===== src/rtl/phy_led_pkg.sv =====
package phy_led_pkg;
  localparam int unsigned NUM_SHARED = 5;
  localparam int unsigned IDX_LINK   = 0;
  localparam int unsigned IDX_TX     = 1;
  localparam int unsigned IDX_RX     = 2;
  localparam int unsigned IDX_COL    = 3;
  localparam int unsigned IDX_DPX    = 4;
  typedef logic [NUM_SHARED-1:0] shared_vec_t;
endpackage


===== src/rtl/strap_latch.sv =====
module strap_latch #(
  parameter int unsigned W = 5
) (
  input  logic         clk,
  input  logic         rst,
  input  logic [W-1:0] strap_in,
  output logic [W-1:0] captured
);
  always_ff @(posedge clk) begin
    if (rst) captured <= strap_in;
  end

  AST_ADDR_FROZEN: assert property (@(posedge clk) disable iff (rst)
    !$past(rst) |-> $stable(captured));
endmodule


===== src/rtl/act_stretch.sv =====
module act_stretch #(
  parameter int unsigned HOLD = 4
) (
  input  logic clk,
  input  logic rst,
  input  logic act_in,
  output logic act_out
);
  generate
    if (HOLD == 0) begin : g_pass
      assign act_out = act_in;
    end else begin : g_cnt
      localparam int unsigned CW = $clog2(HOLD + 1);
      localparam logic [CW-1:0] LOAD = CW'(HOLD);
      logic [CW-1:0] cnt;
      always_ff @(posedge clk) begin
        if (rst)              cnt <= '0;
        else if (act_in)      cnt <= LOAD;
        else if (cnt != '0)   cnt <= cnt - 1'b1;
      end
      assign act_out = act_in | (cnt != '0);

      AST_STRETCH_HELD: assert property (@(posedge clk) disable iff (rst)
        act_in |=> act_out);
    end
  endgenerate
endmodule


===== src/rtl/pin_polarity.sv =====
module pin_polarity #(
  parameter int unsigned W = 5
) (
  input  logic [W-1:0] strap,
  input  logic [W-1:0] active,
  input  logic [W-1:0] fixed_high,
  output logic [W-1:0] level
);
  for (genvar i = 0; i < W; i++) begin : g_bit
    assign level[i] = fixed_high[i] ? active[i] : (strap[i] ^ active[i]);
  end
endmodule


===== src/rtl/phy_led_strap.sv =====
module phy_led_strap
  import phy_led_pkg::*;
#(
  parameter int unsigned HOLD = 4
) (
  input  logic                  clk,
  input  logic                  rst,
  input  logic [NUM_SHARED-1:0] strap_in,
  input  logic                  link_up,
  input  logic                  tx_act,
  input  logic                  rx_act,
  input  logic                  col_act,
  input  logic                  spd_100,
  input  logic                  full_dpx,
  input  logic                  dpx_adapt,
  output logic                  lnk_o,
  output logic                  tx_o,
  output logic                  rx_o,
  output logic                  col_o,
  output logic                  dpx_o,
  output logic                  spd_o,
  output logic [NUM_SHARED-1:0] pin_oe,
  output logic [NUM_SHARED-1:0] phy_addr
);
  localparam int unsigned N_ACT = 2;

  shared_vec_t cap;
  shared_vec_t act_vec;
  shared_vec_t fix_vec;
  shared_vec_t lvl;
  logic [N_ACT-1:0] raw_act;
  logic [N_ACT-1:0] str_act;

  strap_latch #(.W(NUM_SHARED)) u_latch (
    .clk(clk), .rst(rst), .strap_in(strap_in), .captured(cap)
  );

  assign raw_act = {rx_act, tx_act};

  for (genvar k = 0; k < N_ACT; k++) begin : g_str
    act_stretch #(.HOLD(HOLD)) u_str (
      .clk(clk), .rst(rst), .act_in(raw_act[k]), .act_out(str_act[k])
    );
  end

  always_comb begin
    act_vec           = '0;
    act_vec[IDX_LINK] = link_up;
    act_vec[IDX_TX]   = str_act[0];
    act_vec[IDX_RX]   = str_act[1];
    act_vec[IDX_COL]  = col_act & ~full_dpx;
    act_vec[IDX_DPX]  = full_dpx;
    fix_vec           = '0;
    fix_vec[IDX_DPX]  = ~dpx_adapt;
  end

  pin_polarity #(.W(NUM_SHARED)) u_pol (
    .strap(cap), .active(act_vec), .fixed_high(fix_vec), .level(lvl)
  );

  always_ff @(posedge clk) begin
    if (rst) begin
      pin_oe <= '0;
      lnk_o  <= 1'b0;
      tx_o   <= 1'b0;
      rx_o   <= 1'b0;
      col_o  <= 1'b0;
      dpx_o  <= 1'b0;
      spd_o  <= 1'b0;
    end else begin
      pin_oe <= '1;
      lnk_o  <= lvl[IDX_LINK];
      tx_o   <= lvl[IDX_TX];
      rx_o   <= lvl[IDX_RX];
      col_o  <= lvl[IDX_COL];
      dpx_o  <= lvl[IDX_DPX];
      spd_o  <= spd_100;
    end
  end

  assign phy_addr = cap;

  AST_OE_RELEASED: assert property (@(posedge clk)
    rst |=> (pin_oe == '0));
  AST_COL_QUIET_FD: assert property (@(posedge clk) disable iff (rst)
    full_dpx |=> (col_o == phy_addr[IDX_COL]));
  AST_DPX_FIXED: assert property (@(posedge clk) disable iff (rst)
    !dpx_adapt |=> (dpx_o == $past(full_dpx)));
  AST_SPD_PLAIN: assert property (@(posedge clk) disable iff (rst)
    1'b1 |=> (spd_o == $past(spd_100)));
endmodule


===== config.mk =====
export PLATFORM = sky130hd
export DESIGN_NAME = phy_led_strap
export DESIGN_NICKNAME = d
export VERILOG_FILES = /design/src/rtl/phy_led_pkg.sv /design/src/rtl/strap_latch.sv /design/src/rtl/act_stretch.sv /design/src/rtl/pin_polarity.sv /design/src/rtl/phy_led_strap.sv
export SDC_FILE = /design/constraint.sdc
export NUM_CORES = 1
export LEC_CHECK = 0
export ABC_AREA = 0
export BUFFER_PORTS_ARGS = -buffer_cell sky130_fd_sc_hd__buf_4
export CAP_MARGIN = 10
export CELL_PAD_IN_SITES_DETAIL_PLACEMENT = 0
export CELL_PAD_IN_SITES_GLOBAL_PLACEMENT = 2
export CORE_ASPECT_RATIO = 2
export CORE_MARGIN = 8
export CORE_UTILIZATION = 24
export CTS_CLUSTER_DIAMETER = 100
export DETAILED_ROUTE_END_ITERATION = 16
export PLACE_DENSITY = 0.83
export SYNTH_ARGS = -nofsm -noshare
export SYNTH_HDL_FRONTEND = slang
export SYNTH_SLANG_ARGS = --single-unit

===== constraint.sdc =====
create_clock -name clk -period 1.1 [get_ports clk]
set_input_delay 0 -clock clk [delete_from_list [all_inputs] [get_ports clk]]
set_output_delay 0 -clock clk [all_outputs]
set_load 0.02 [all_outputs]

==> results of run 1 <==
==> stage by stage <==
stage,total power (W),std cells,utilization,cell area [um^2]
after floorplan,0.000985,69,-,741
after global placement,0.00111,125,0.332,976
after detailed placement,0.00113,125,0.332,976
after CTS,0.00164,138,0.389,1140
after global routing,0.00184,139,0.429,1260
final,0.00174,139,0.429,1260
==> power groups by stage <==
stage / clock network (W) / logic [W] / registers (W)
floorplan: 0 / 0.000156 / 0.000829
global route: 0.000507 / 0.000541 / 0.000787
finish: 0.000458 / 0.000501 / 0.000781
CTS: 0.000474 / 0.000397 / 0.000772
global placement: 0 / 0.000333 / 0.000782
detailed placement: 0 / 0.000344 / 0.000784
==> how the worst max path moves through the flow <==
stage	startpoint	end	slack (ns)
3_3_place_gp	g_str[0].u_str.g_cnt.cnt[0]	g_str[0].u_str.g_cnt.cnt[2]	-0.08
4_1_cts	g_str[1].u_str.g_cnt.cnt[1]	g_str[1].u_str.g_cnt.cnt[2]	-0.1
3_5_place_dp	g_str[0].u_str.g_cnt.cnt[0]	g_str[0].u_str.g_cnt.cnt[2]	-0.12
6_report	g_str[1].u_str.g_cnt.cnt[1]	g_str[1].u_str.g_cnt.cnt[2]	-0.11
2_1_floorplan	g_str[0].u_str.g_cnt.cnt[0]	g_str[0].u_str.g_cnt.cnt[2]	-0.05
5_1_grt	g_str[0].u_str.g_cnt.cnt[2]	g_str[0].u_str.g_cnt.cnt[0]	-0.13
==> state kept, by name, indices dropped and copies added (netlist names) <==
| register | count |
|---|---|
| g_str.u_str.g_cnt.cnt | 6 |
| pin_oe | 1 |
| rx_o | 1 |
| col_o | 1 |
| dpx_o | 1 |
| lnk_o | 1 |
| tx_o | 1 |
| u_latch.captured | 5 |
| spd_o | 1 |
==> kinds of logic after synthesis <==
logic type / after synthesis / synth area share
adders and majority gates: 6 / 0.102
AOI/OAI and AO/OA: 4 / 0.0340
DFF: 18 / 0.558
and+or+nand+nor: 20 / 0.129
buffers and inverters: 14 / 0.0935
xor gates and xnor gates: 7 / 0.0833
==> layout make-up <==
cell class              instances  share of cell area
flip-flops and latches         18               0.330
multi-input cells              37               0.317
repair buffers                 41               0.261
clock buffers                   4              0.0356
well taps                      30              0.0297
inverters                       9              0.0267
==> placed cells by master (no fill, tap or decap) <==
cell,netlist,final
clkbuf_8,0,3
a211oi_2,0,2
xnor2_1,4,2
inv_2,0,6
edfxtp_1,5,5
ha_4,0,6
nor3_1,4,4
nand2_1,1,1
dfxtp_2,0,5
dfxtp_1,13,8
clkbuf_1,0,1
xor2_1,3,3
nor2_4,0,1
nor2_1,9,7
nand2b_4,0,2
nor2b_4,0,2
buf_4,4,32
a21oi_2,0,1
a21oi_1,2,1
xnor2_2,0,2
inv_1,9,3
dlygate4sd3_1,0,9
nor2b_1,4,2
nor2_2,0,1
==> critical path, cell delays in order (launching register included) <==
cell and delay, ns:
dfxtp_2 0.32, inv_2 0.06, ha_4 0.15, inv_2 0.05, ha_4 0.14, nor2b_4 0.11
a211oi_2 0.19, nor2_1 0.06
==> what timing repair did <==
item                       in CTS  in global routing
resized for setup               9                 25
buffers inserted                0                  1
pin swaps                       1                  8
hold buffers                    9                  0
cloned                          0                  0
setup endpoints to repair       8                  8
hold endpoints to repair       11                  0
==> metal layers <==
layer	global-route usage	vias up
li1	-	289
met1	0.0628	278
met2	0.114	17
met3	0.0206	2
met4	0.0242	0
met5	0	-
==> out/qor.yml, run 1 <==
job:
  cap_viol_max_count: 0
synth:
  synth_top_area_frac: 0.354
  synthFlopType: "dfxtp_1"
  synth.most_common_cell: "dfxtp_1"
  seq_area_frac_synth: 0.558
  synth_edf_count: 5
  synth_area_leaders: "dfxtp_1, edfxtp_1, ha_1"
  syn-cell-area_um2: 736
  ys_ff_latch: 18
  netlist_instances: 69
  postSynth.asyncResetShare: 0
  syn_nets: 89
  synth_warnings: 0
  ys_top_cells_by_count: "dfxtp_1, inv_1, nor2_1, ha_1, edfxtp_1"
  synth_top_area_cell: "dfxtp_1"
  synth.avg_cell_area_um2: 10.7
  synthDistinctLibCells: 15
detailed_routing:
  met1_length_um: 585
  wirelength_um: 1760
  avgRoutedWirePerCell_um: 12.6
  vias_per_cell: 4.22
  first_pass_iters: 3
  route.vias.total: 586
  wl_met2_um: 1020
  drc: 0
  top_layer: "met4"
  wl_met3_um: 141
  drt_iter0_markers: 2
  ant_nets: 0
setup_path:
  endpoint_kind: "register"
  timing.rr.end: "g_str[1].u_str.g_cnt.cnt[2]"
  path_max_fanout: 2
  r2r-start: "g_str[1].u_str.g_cnt.cnt[1]"
  start_kind: "register"
  crit_required_ns: 1.23
  crit_arrival_ns: 1.34
  r2r_cells: 7
  ff2ff_setup_slack_ns: -0.11
  critPathKind: "register to register"
place:
  dp_slack_ns: -0.119
  dp_hpwl_um: 1210
  port_buffers: 29
  place.gp.congestion: 0.596
clock_tree:
  cts_tree: "done"
  clock_latency_ns: 0.24
  cts_root_buf: "clkbuf_8"
  cts_made_buffers: 3
  cts_buffer_depth: 2
  clock_sinks: 18
  cts_max_level: 1
  clk_pin_slew_worst_paths_ns: 0.07
grt:
  grtUsageTotal: 0.0636
  grt_max_degree: 19
  grt_overflow: 0
  grt_pass1_vias: 598
  antenna_found_initial: 0
  grt_pass1_wl_um: 2530
finish:
  fin_nets: 130
  drive_gt1_frac: 0.578
  nFillCells: 290
  multi_input_area_um2: 400
  antennaDiodeCount: 0
  seq_area_um2: 417
  syn_to_final_growth_pct: 71.8
pwr:
  seqPwrFrac: 0.449
  total_leakage_power_nw: 0.546
  internal_power_w: 0.00126
  clock_power_share: 0.263
  switchingPower_w: 0.000478
  p_per_area_nw_per_um2: 1380
  sw_frac_of_total: 0.275
  ir_worst_vdd_v: 0.000831
  comb_power_share: 0.288
floorplanning:
  ios: 30
  die_h_um: 94.3
  die-area_um2: 5200
  rows: 28
  die_x_um: 55.2
  start_util: 0.250
  core_um2: 2940
sta:
  worstMarginPinSlew_ns: 0.199
  slew_violations: 0
  finalSetupViolCount: 6
  rsz0062_at_grt: "true"
  post-route-period-util: 1.10
  clock_skew_ns: 0.00188
  whs_ns: 0.00991
  worst_slack_ns: -0.105
  hold_violations: 0
  setup_tns_ns: -0.271
  fmax_mhz: 830
  slew_headroom: 0.867
  final.min_clock_period_ns: 1.21
status:
  status: "complete, but fails checks"
  failed_checks: "negative setup slack"
min_path:
  hold_start: "full_dpx"
  worst_hold_path.num_cells: 3
  min_to: "dpx_o"
  hp-class: "input pin to register"
(Power assumes the default switching activity.)
==> inputs of run 2 (changes only) <==
--- a/config.mk
+++ b/config.mk
@@ -15,6 +15,7 @@
 export CORE_UTILIZATION = 24
 export CTS_CLUSTER_DIAMETER = 100
 export DETAILED_ROUTE_END_ITERATION = 16
+export GPL_TIMING_DRIVEN = 0
 export PLACE_DENSITY = 0.83
 export SYNTH_ARGS = -nofsm -noshare
 export SYNTH_HDL_FRONTEND = slang
==> run 2 against run 1 <==
  * The flow still finishes with violations (negative setup slack)
  * Critical endpoint unchanged
  * Wire length shrank 1.9%
  * Count of clock-buffer cells in the layout is the same
  * Combinational power shrank 4.6%
  * Die area is the same
  * Critical path type unchanged
  * Largest power group unchanged
  * Utilization grew 0.13 points
==> out/qor.yml, run 2 (same netlist as run 1, synthesis figures left out) <==
pwr:
  p_per_area_nw_per_um2: 1360
  ir_worst_vdd_v: 0.000750
  sw_frac_of_total: 0.273
  switchingPower_w: 0.000472
  seqPwrFrac: 0.448
  comb_power_share: 0.277
  total_leakage_power_nw: 0.572
  clock_power_share: 0.275
  internal_power_w: 0.00126
place:
  dpl_cell_area_um2: 996
  port_buffers: 29
  place_inst: 128
  dp_hpwl_um: 1230
  place.gp.congestion: 0.622
finish:
  drive_gt1_frac: 0.517
  largest_registers: "g_str.u_str.g_cnt.cnt: 6 flops, u_latch.captured: 5 flops"
  syn_to_final_growth_pct: 72.3
  antennaDiodeCount: 0
  fin_nets: 137
  final_cell_mix: "buf_4, dlygate4sd3_1, dfxtp_1"
  finalInstanceArea_um2: 1270
  max_flop_register: "g_str.u_str.g_cnt.cnt"
  stdcell_count: 146
  largest_reg_flops: 6
  layout_commonest_cell: "buf_4"
detailed_routing:
  first_pass_iters: 3
  vias_per_cell: 4.12
  avgRoutedWirePerCell_um: 11.8
  wirelength_um: 1720
  drt_iter0_markers: 4
  ant_nets: 0
  drc: 0
  route.vias.total: 601
sta:
  final.min_clock_period_ns: 1.19
  post-route-period-util: 1.08
  worst_slack_ns: -0.0857
  hold_violations: 0
  clock_skew_ns: 0.00369
  slew_violations: 0
  finalSetupViolCount: 4
  slew_headroom: 0.876
  rsz0062_at_grt: "true"
  whs_ns: 0.00516
  worstMarginPinSlew_ns: 0.184
  fmax_mhz: 843
setup_path:
  cp_slowest_stage_delay_ns: 0.32
  cp_slowest_cell: "dfxtp_2"
  endpoint_kind: "register"
  r2r_cells: 7
  critPathKind: "register to register"
  crit_arrival_ns: 1.32
  crit_required_ns: 1.24
  crit_chain: "inv_2, ha_4, inv_1, ha_1, nor2b_1, a211oi_2, nor2_1"
  path_max_fanout: 2
  start_kind: "register"
min_path:
  worst_hold_path.num_cells: 1
  hp-class: "input pin to register"
status:
  failed_checks: "negative setup slack"
  status: "complete, but fails checks"
floorplanning:
  die-area_um2: 5200
  start_util: 0.250
  die_h_um: 94.3
  core_um2: 2940
  ios: 30
  die_x_um: 55.2
  rows: 28
grt:
  antenna_found_initial: 0
  grt_max_degree: 11
  grt_pass1_vias: 619
  grtUsageTotal: 0.0670
  grt_pass1_wl_um: 2640
  grt_overflow: 0
clock_tree:
  cts_max_level: 1
  clk_pin_slew_worst_paths_ns: 0.07
  cts_buffer_depth: 2
  clock_sinks: 18
  cts_made_buffers: 3
  clock_latency_ns: 0.25
  cts_root_buf: "clkbuf_8"
  cts_tree: "done"
job:
  cap_viol_max_count: 0
[run 2: path summary, 6_finish.rpt]
| path | start | to | slack [ns] |
|---|---|---|---|
| worst min register to register | u_latch.captured[0] | lnk_o | 0.53 |
| worst max-delay path | g_str[1].u_str.g_cnt.cnt[1] | g_str[1].u_str.g_cnt.cnt[2] | -0.09 |
| worst max register to register | g_str[1].u_str.g_cnt.cnt[1] | g_str[1].u_str.g_cnt.cnt[2] | -0.09 |
| worst min-delay path | rst | u_latch.captured[3] | 0.005 |
[run 2: critical path, delay by kind of cell (launching register included)]
family | cells | cell delay (ns)
adder cells (fa/ha/maj) | 2 | 0.29
buffers and inverters | 2 | 0.10
AND/OR/NAND/NOR | 2 | 0.19
AO/OA/AOI/OAI | 1 | 0.16
flip-flops | 1 | 0.32
[run 2: power by group through the flow]
stage                     logic (W)  registers [W]  clock network [W]
after CTS                  0.000431       0.000774           0.000491
after detailed placement   0.000342       0.000785                  0
after global placement     0.000335       0.000783                  0
after global routing       0.000522       0.000781           0.000509
after floorplan            0.000156       0.000829                  0
final                      0.000478       0.000774           0.000476
[run 2: per-layer routing]
layer	vias to the layer above	global-route usage	wire, um
met3	2	0.0206	157
met1	276	0.0686	596
li1	306	-	-
met5	-	0	0
met2	17	0.113	951
met4	0	0.0363	19
[run 2: what timing repair did]
item                                    CTS  global route
buffers inserted                          2             1
endpoints found under the setup margin    8             8
gates resized for setup                  16             7
pin swaps                                 3             7
endpoints found under the hold margin    12             0
hold buffers                             11             0
[run 2: layout make-up]
type	count	area (um^2)
plain buffers	5	35.0
clock buffers	4	45.0
fillers	292	1680
inverters	9	33.8
multi-input cells	37	350
flip-flops and latches	18	415
well taps	30	37.5
repair buffers	43	350
[run 2: metrics by stage]
step / total power [W] / TNS [ns] / setup slack (ns) / utilization
final: 0.00173 / -0.192 / -0.0857 / 0.431
after global routing: 0.00181 / -0.629 / -0.171 / 0.431
after CTS: 0.00170 / -0.133 / -0.0735 / 0.417
after detailed placement: 0.00113 / -0.724 / -0.130 / 0.338
after global placement: 0.00112 / -0.461 / -0.0949 / 0.338
after floorplan: 0.000985 / -0.115 / -0.0472 / -
